--- src/rtl/bitop_pkg.sv ---
package bitop_pkg;

  typedef enum logic [1:0] {
    BOP_TEST = 2'd0,
    BOP_FLIP = 2'd1,
    BOP_CLR  = 2'd2,
    BOP_SET  = 2'd3
  } bitop_e;

  localparam int unsigned CYC_W          = 5;
  localparam int unsigned COST_TEST_BASE = 4;
  localparam int unsigned COST_MOD_BASE  = 8;
  localparam int unsigned COST_IMM_ADD   = 4;
  localparam int unsigned COST_DREG_ADD  = 2;

endpackage

--- src/rtl/bitop_mask_dec.sv ---
module bitop_mask_dec #(
  parameter int unsigned DATA_W = 32,
  parameter int unsigned BYTE_W = 8,
  parameter int unsigned NUM_W  = 8
) (
  input  logic [NUM_W-1:0]  bit_num,
  input  logic              is_reg,
  output logic [DATA_W-1:0] mask
);
  localparam int unsigned IDX_W  = $clog2(DATA_W);
  localparam int unsigned BIDX_W = $clog2(BYTE_W);

  logic [IDX_W-1:0] idx;
  logic             unused_hi;

  // Modulo by power of two: keep only the low index bits.
  always_comb begin
    if (is_reg) idx = bit_num[IDX_W-1:0];
    else        idx = {{(IDX_W-BIDX_W){1'b0}}, bit_num[BIDX_W-1:0]};
  end

  assign unused_hi = ^bit_num[NUM_W-1:IDX_W];

  for (genvar g = 0; g < DATA_W; g++) begin : g_dec
    assign mask[g] = (idx == IDX_W'(g));
  end

endmodule

--- src/rtl/bitop_alu.sv ---
module bitop_alu
  import bitop_pkg::*;
#(
  parameter int unsigned DATA_W = 32
) (
  input  bitop_e            op,
  input  logic [DATA_W-1:0] opnd,
  input  logic [DATA_W-1:0] mask,
  output logic [DATA_W-1:0] res,
  output logic              zero,
  output logic              wr
);
  always_comb begin
    zero = ~|(opnd & mask);
    wr   = (op != BOP_TEST);
    unique case (op)
      BOP_FLIP: res = opnd ^ mask;
      BOP_CLR:  res = opnd & ~mask;
      BOP_SET:  res = opnd | mask;
      default:  res = opnd;
    endcase
  end

endmodule

--- src/rtl/bitop_cost.sv ---
module bitop_cost
  import bitop_pkg::*;
(
  input  bitop_e           op,
  input  logic             cnt_is_reg,
  input  logic             opnd_is_reg,
  output logic [CYC_W-1:0] cycles
);
  localparam logic [CYC_W-1:0] C_TEST = CYC_W'(COST_TEST_BASE);
  localparam logic [CYC_W-1:0] C_MOD  = CYC_W'(COST_MOD_BASE);
  localparam logic [CYC_W-1:0] C_IMM  = CYC_W'(COST_IMM_ADD);
  localparam logic [CYC_W-1:0] C_DREG = CYC_W'(COST_DREG_ADD);

  logic [CYC_W-1:0] base;
  logic [CYC_W-1:0] imm_add;
  logic [CYC_W-1:0] dreg_add;

  always_comb begin
    base     = (op == BOP_TEST) ? C_TEST : C_MOD;
    imm_add  = cnt_is_reg ? '0 : C_IMM;
    // Only test and clear pay extra for a register operand.
    dreg_add = (opnd_is_reg && (op == BOP_TEST || op == BOP_CLR)) ? C_DREG : '0;
    cycles   = base + imm_add + dreg_add;
  end

endmodule

--- src/rtl/bitop_unit.sv ---
module bitop_unit
  import bitop_pkg::*;
#(
  parameter int unsigned DATA_W = 32,
  parameter int unsigned BYTE_W = 8,
  parameter int unsigned NUM_W  = 8
) (
  input  logic              clk,
  input  logic              rst_n,
  input  logic              in_valid,
  input  logic [1:0]        op_type,
  input  logic [NUM_W-1:0]  bit_num,
  input  logic              cnt_is_reg,
  input  logic              opnd_is_reg,
  input  logic [DATA_W-1:0] operand,
  output logic              out_valid,
  output logic [DATA_W-1:0] result,
  output logic              z_flag,
  output logic              wr_en,
  output logic [CYC_W-1:0]  cycles
);
  bitop_e            op_e;
  logic [DATA_W-1:0] mask;
  logic [DATA_W-1:0] alu_res;
  logic              alu_zero;
  logic              alu_wr;
  logic [CYC_W-1:0]  cost;

  logic              vld_d, vld_q;
  logic [DATA_W-1:0] res_d, res_q;
  logic              z_d, z_q;
  logic              wr_d, wr_q;
  logic [CYC_W-1:0]  cyc_d, cyc_q;

  assign op_e = bitop_e'(op_type);

  bitop_mask_dec #(
    .DATA_W (DATA_W),
    .BYTE_W (BYTE_W),
    .NUM_W  (NUM_W)
  ) u_mask (
    .bit_num (bit_num),
    .is_reg  (opnd_is_reg),
    .mask    (mask)
  );

  bitop_alu #(
    .DATA_W (DATA_W)
  ) u_alu (
    .op   (op_e),
    .opnd (operand),
    .mask (mask),
    .res  (alu_res),
    .zero (alu_zero),
    .wr   (alu_wr)
  );

  bitop_cost u_cost (
    .op          (op_e),
    .cnt_is_reg  (cnt_is_reg),
    .opnd_is_reg (opnd_is_reg),
    .cycles      (cost)
  );

  // Next state: load on request, otherwise hold.
  always_comb begin
    vld_d = in_valid;
    res_d = res_q;
    z_d   = z_q;
    wr_d  = wr_q;
    cyc_d = cyc_q;
    if (in_valid) begin
      res_d = alu_res;
      z_d   = alu_zero;
      wr_d  = alu_wr;
      cyc_d = cost;
    end
  end

  always_ff @(posedge clk or negedge rst_n) begin
    if (!rst_n) begin
      vld_q <= 1'b0;
      res_q <= '0;
      z_q   <= 1'b0;
      wr_q  <= 1'b0;
      cyc_q <= '0;
    end else begin
      vld_q <= vld_d;
      res_q <= res_d;
      z_q   <= z_d;
      wr_q  <= wr_d;
      cyc_q <= cyc_d;
    end
  end

  assign out_valid = vld_q;
  assign result    = res_q;
  assign z_flag    = z_q;
  assign wr_en     = wr_q;
  assign cycles    = cyc_q;

endmodule

--- config.mk ---
export PLATFORM = sky130hd
export DESIGN_NAME = bitop_unit
export DESIGN_NICKNAME = d
export VERILOG_FILES = /design/src/rtl/bitop_pkg.sv /design/src/rtl/bitop_mask_dec.sv /design/src/rtl/bitop_alu.sv /design/src/rtl/bitop_cost.sv /design/src/rtl/bitop_unit.sv
export SDC_FILE = /design/constraint.sdc
export NUM_CORES = 1
export LEC_CHECK = 0
export BUFFER_PORTS_ARGS = -buffer_cell sky130_fd_sc_hd__buf_2
export CORE_AREA = 4 4 94 96
export DETAILED_ROUTE_END_ITERATION = 7
export DIE_AREA = 0 0 98 100
export PLACE_DENSITY = 0.89
export SETUP_SLACK_MARGIN = 0.15
export SYNTH_ARGS = -nofsm -noshare
export SYNTH_HDL_FRONTEND = slang
export SYNTH_SLANG_ARGS = --single-unit
--- constraint.sdc ---
create_clock -name clk -period 0.8 [get_ports clk]
set_input_delay 0.16 -clock clk [delete_from_list [all_inputs] [get_ports clk]]
set_output_delay 0.16 -clock clk [all_outputs]
set_load 0.005 [all_outputs]
After elaboration in Yosys (flattened, before gate mapping)
Index checks and enable logic that the tools add are counted.

operators by class
  bitwise logic cells = 5
  add/subtract/negate cells = 2
  reductions and logical operators = 7
  equal/unequal tests = 34
  multiplexer cells = 5

operators by type and width
  operator            number
  $pmux 32 s3         1
  $eq 5x5->1 const B  16
  $and 32x32->32      2
  $eq 5x4->1 const B  8
  $not 32->32         1
  $or 32x32->32       1
  $reduce_or 32->1    1
  $xor 32x32->32      1
  $eq 5x3->1 const B  4
  $add 5x5->5         2
  $eq 5x2->1 const B  2
  $eq 5x1->1 const B  1
  $logic_not 5->1     1
  $mux 5              1
  $eq 2x2->1 const B  2
  $mux 4              1
  $mux 3              1
  $eq 2x1->1 const B  1
  $logic_not 2->1     1
  $mux 2              1
  $reduce_bool 2->1   1
  $logic_and 1x1->1   1
  $logic_not 1->1     1
  $logic_or 1x1->1    1

storage, ports and cells
  bits in registers = 40
  output and inout port bits = 40

Logic depth before layout (Yosys ltp)
  word-level depth = 5
  depth in mapped cells = 8
  mapped depth without buffers = 7

By module
A second synthesis with hierarchy kept.

second synthesis, totals
  cells, all modules = 383
  area, all modules = 4324.1 um^2

modules (own cells, without submodules)
  module          cells an instance  instances  area an instance (um^2)  sequential area each (um^2)
  bitop_alu       244                1          2457.4                   0.0
  bitop_unit      83                 1          1519.0                   1001.0
  bitop_mask_dec  47                 1          286.5                    0.0
  bitop_cost      9                  1          61.3                     0.0

Worst setup path before layout
OpenSTA, ideal clock, no wires.

  path type = input to register
  start point = in bit_num[4]
  end point = reg res_q[8] (netlist: result[8])
  data required time = 0.675 ns
  slack = -1.135 ns
  stages on the path = 7
  data arrival time = 1.810 ns
  buffers on the path = 1
  cells stage by stage = and2_1 -> clkbuf_1 -> nor3_1 -> nand2_1 -> ha_1 -> mux4_2 -> mux2_4

between the ends
  cells in the longest elaborated chain, start to end = 5
  elaborated cells between the ends (all ways) = 7
  those cells by class = 1 x eq/ne; 2 x mux; 4 x bitwise

ends and longest elaborated chain
  item                  RTL line              text
  start, declared       bitop_unit.sv:12      input logic [NUM_W-1:0] bit_num,
  $mux 5 *              bitop_mask_dec.sv:18  if (is_reg) idx = bit_num[IDX_W-1:0];
  $eq 5x4->1 *          bitop_mask_dec.sv:25  assign mask[g] = (idx == IDX_W'(g));
  $not 32->32           bitop_alu.sv:18       BOP_CLR: res = opnd & ~mask;
  $and 32x32->32        bitop_alu.sv:18
  $pmux 32 s3 *         bitop_alu.sv:16       unique case (op)
  end signal, assigned  bitop_unit.sv:89      res_q <= res_d;
  end, declared         bitop_unit.sv:30      logic [DATA_W-1:0] res_d, res_q;

Mark *: on every way between the ends. The rest lies on a longest branch, timed or not.
A chain may end at the register's enable or synchronous reset.

Worst setup path after layout
  start point = in opnd_is_reg
  end point = reg z_q (netlist: z_flag)

between the ends
  cells in the longest elaborated chain, start to end = 5
  elaborated cells between the ends (all ways) = 36
  those cells by class = 31 x eq/ne; 1 x mux; 1 x bitwise; 3 x reduce/logical

ends and longest elaborated chain
  item                                RTL line              text
  start, declared                     bitop_unit.sv:14      input logic opnd_is_reg,
  $mux 5 *                            bitop_mask_dec.sv:18
  $eq 5x1->1 (tied with other cells)  bitop_mask_dec.sv:25
  $and 32x32->32 *                    bitop_alu.sv:14       zero = ~|(opnd & mask);
  $reduce_or 32->1 *                  bitop_alu.sv:14
  $logic_not 1->1 *                   bitop_alu.sv:14
  end signal, assigned                bitop_unit.sv:90      z_q <= z_d;
  end, declared                       bitop_unit.sv:31      logic z_d, z_q;

Marked as above.

==> impl_metrics.py <==
metrics = {
    "yosys": {
        "syn_nets": 555,
        "synth_ff_type": "dfrtp_1",
        "synth_edf_count": 0,
        "synth_cell_type_count": 32,
        "ys_warn_count": 0,
        "synth_area_leaders": "ha_1, dfrtp_1, mux4_2, mux2_4, inv_1",
        "yosysTopAreaCellShare": 0.285,
        "post-synth-top-count-cell": "ha_1",
        "ys_seq_elements": 39,
        "netlist_area_mm2": 0.00431,
        "synthCells": 410,
        "synth_top_area_cell": "ha_1",
        "seq_area_frac_synth": 0.226,
        "synthArstFlopShare": 1.00,
        "synth_commonest_cells": "ha_1, inv_1, nand2_1, nor2_1, dfrtp_1",
        "synth.avg_cell_area_um2": 10.5,
    },
    "sta": {
        "skew_ns": 0,
        "fmax_mhz": 552,
        "post-route-min-period_ns": 1.81,
        "slew_violations": 0,
        "timing.final.crit_share": 2.27,
        "rsz0062_at_grt": "true",
        "worst_slack_ns": -1.01,
        "setup_viol": 74,
        "hold_viol_final": 0,
    },
    "final_layout": {
        "layout.nets": 745,
        "fillers": 353,
        "drive_above_1_share": 0.619,
        "antenna_cells": 0,
        "instances_no_fill": 706,
        "area_growth_pct": 57.8,
        "stdcell_area_mm2": 0.00680,
    },
    "cts": {
        "clkLatencyLatePin_ns": 0.31,
        "ctsRootBufferMaster": "clkbuf_8",
        "cts_tree": "done",
        "clk_path_buf_depth": 2,
        "htreeDepth": 2,
        "cts_buffers": 5,
        "cts_sinks": 39,
        "clk_pin_slew_ns": 0.10,
    },
    "setup_path": {
        "crit_start": "opnd_is_reg",
        "worstSetupPathType": "in -> reg",
        "worstPathMaxFanout": 6,
        "reg2reg_depth": 2,
        "critical_path.reg2reg.startpoint": "result[14]$_DFFE_PN0P_",
        "worstSetupStartpointType": "primary input",
        "crit_path_max_incr_delay_ns": 0.33,
        "cpMaxStageDelayCell": "nor4_2",
        "required_ns": 1.01,
        "crit_chain": "buf_12 > and2_4 > buf_4 > nand2_1 > nor2_1 > ha_1 > nor4_2 > nand4_1 > o31ai_2",
        "critPathCaptureType": "flop",
        "crit_arrival_ns": 2.02,
    },
    "floorplanning": {
        "core_area_mm2": 0.00805,
        "initial_core_util": 0.535,
        "die_x_um": 98,
        "io_pins": 87,
        "design.die.area_mm2": 0.00980,
        "dieHeight_um": 100,
        "rows": 33,
    },
    "global_routing": {
        "grt_util_all_layers": 0.294,
        "grt_pass1_vias": 4295,
        "grt_overflow_total": 0,
        "grt_max_degree": 40,
        "grt_pass1_wl_mm": 22.5,
        "antenna_found_initial": 0,
    },
    "place": {
        "detailed_place_hpwl_mm": 8.97,
        "place_congestion": 0.862,
        "port_buffers": 82,
        "dpl.cell_count": 640,
        "placed_area_mm2": 0.00535,
    },
    "power_and_ir_drop": {
        "p_switching_mw": 2.52,
        "ir_worst_vdd_mv": 0.717,
        "p_per_area_mw_per_mm2": 1110,
        "sw_frac_of_total": 0.333,
        "power_frac_seq": 0.322,
        "intPower_mw": 5.05,
        "p_comb_frac": 0.440,
        "clkPwrFrac": 0.237,
        "p_leak_nw": 3.55,
    },
    "detailed_routing": {
        "vias": 4251,
        "drt-total-wl_mm": 17.6,
        "drtPass1Iterations": 5,
        "antenna_left": 0,
        "wl_per_cell_um": 24.9,
        "drc": 0,
        "viasPerCell": 6.02,
        "drt_iter0_drc": 404,
    },
    "worst_hold_path": {
        "min_from": "opnd_is_reg",
        "min_path_type": "in -> reg",
        "min_path_cells": 3,
    },
    "outcome": {
        "status": "complete, but fails checks",
        "violations": "setup timing",
    },
    "job": {
        "maxCapViolations": 0,
    },
}
placed cells by master, fill, tap and decap left out, types with 2 or more instances in the layout:
master    Yosys  final
a21oi_2       0      2
and2_4        0      2
buf_12        2     11
buf_2         5     74
buf_4         2     92
buf_6         3     23
buf_8         0      2
clkbuf_8      0      5
dfrtp_1      39     39
ha_1         98     66
ha_2          0      3
ha_4          0     29
inv_1        68     67
mux2_2       15      5
mux2_4       18     28
mux4_2       27     32
nand2_1      43      9
nand2_2       0     13
nand2_4       0     21
nand2b_1      4      2
nand2b_4      0      2
nand3_1       3      2
nand4_1       2      2
nor2_1       43     34
nor2_4        0      8
nor2b_1       2      2
nor3_4        0      2
nor4_2        0      3
nor4_4        0      3
critical path: cells and delay by family:
kind / cells / cell delay (ns)
adders and majority gates: 1 / 0.22
buffers and inverters: 2 / 0.29
and+or+nand+nor: 5 / 1.05
AOI/OAI and AO/OA: 1 / 0.30
sequential cells by signal, summed over array words and instances (netlist names):
register / cells
z_flag: 1
wr_en: 1
result: 32
cycles: 4
out_valid: 1
path summary, 6_finish.rpt:
kind / endpoint / slack [ns]
max: z_flag$_DFFE_PN0P_ / -1.01
min: cycles[1]$_DFFE_PN0P_ / 0.15
max reg2reg: result[14]$_DFFE_PN0P_ / -0.14
min reg2reg: result[5]$_DFFE_PN0P_ / 0.52
max in group asynchronous: z_flag$_DFFE_PN0P_ / 0.24
min in group asynchronous: cycles[1]$_DFFE_PN0P_ / 0.35
through the flow:
stage	hold slack [ns]	total power, mW	TNS (ns)	utilization	setup slack [ns]
3_5_place_dp	0.153	4.70	-40.79	0.664	-1.33
4_1_cts	0.131	6.90	-32.29	0.764	-0.841
5_1_grt	0.160	7.86	-36.79	0.845	-0.985
2_1_floorplan	-0.136	3.70	-31.58	-	-1.02
3_3_place_gp	0.146	4.56	-39.28	0.664	-1.28
6_report	0.152	7.57	-35.29	0.845	-1.01
power groups by stage:
stage          clock [mW]  sequential [mW]  combinational (mW)
2_1_floorplan           0             2.46                1.24
4_1_cts              1.79             2.40                2.70
3_5_place_dp            0             2.45                2.25
3_3_place_gp            0             2.44                2.13
5_1_grt              1.90             2.46                3.50
6_report             1.80             2.44                3.33
metal layers:
layer / global-route usage / up-vias / part of all wire
met5: 0 / - / 0
met4: 0.175 / 0 / 0.066
met3: 0.0445 / 95 / 0.077
met2: 0.521 / 304 / 0.50
met1: 0.336 / 2118 / 0.36
li1: - / 1734 / -
what timing repair did:
item	4_1_cts	5_1_grt
gates resized for setup	89	80
gates cloned	1	0
hold endpoints to repair	39	0
hold buffers	1	0
setup buffers	24	32
pin swaps	32	26
setup endpoints to repair	76	77
area by class of cell:
class | instances | area, um2 | share of cell area
Clock buffer | 5 | 68.8 | 0.0101
Tap cell | 105 | 131 | 0.0193
Inverter | 68 | 255 | 0.0375
Sequential cell | 39 | 976 | 0.143
Timing Repair Buffer | 204 | 1610 | 0.237
Clock inverter | 3 | 43.8 | 0.00644
Multi-Input combinational cell | 282 | 3710 | 0.546
cell families (layout without fill, tap and decap cells):
group,after synthesis,after routing,synth area share
DFF,39,39,0.226
and+or+nand+nor,112,112,0.112
AOI/OAI and AO/OA,5,5,0.00668
buffers and inverters,89,280,0.0935
adders and majority gates,98,98,0.285
other,1,1,0.000870
muxes,66,66,0.276
(Power assumes the default switching activity.)
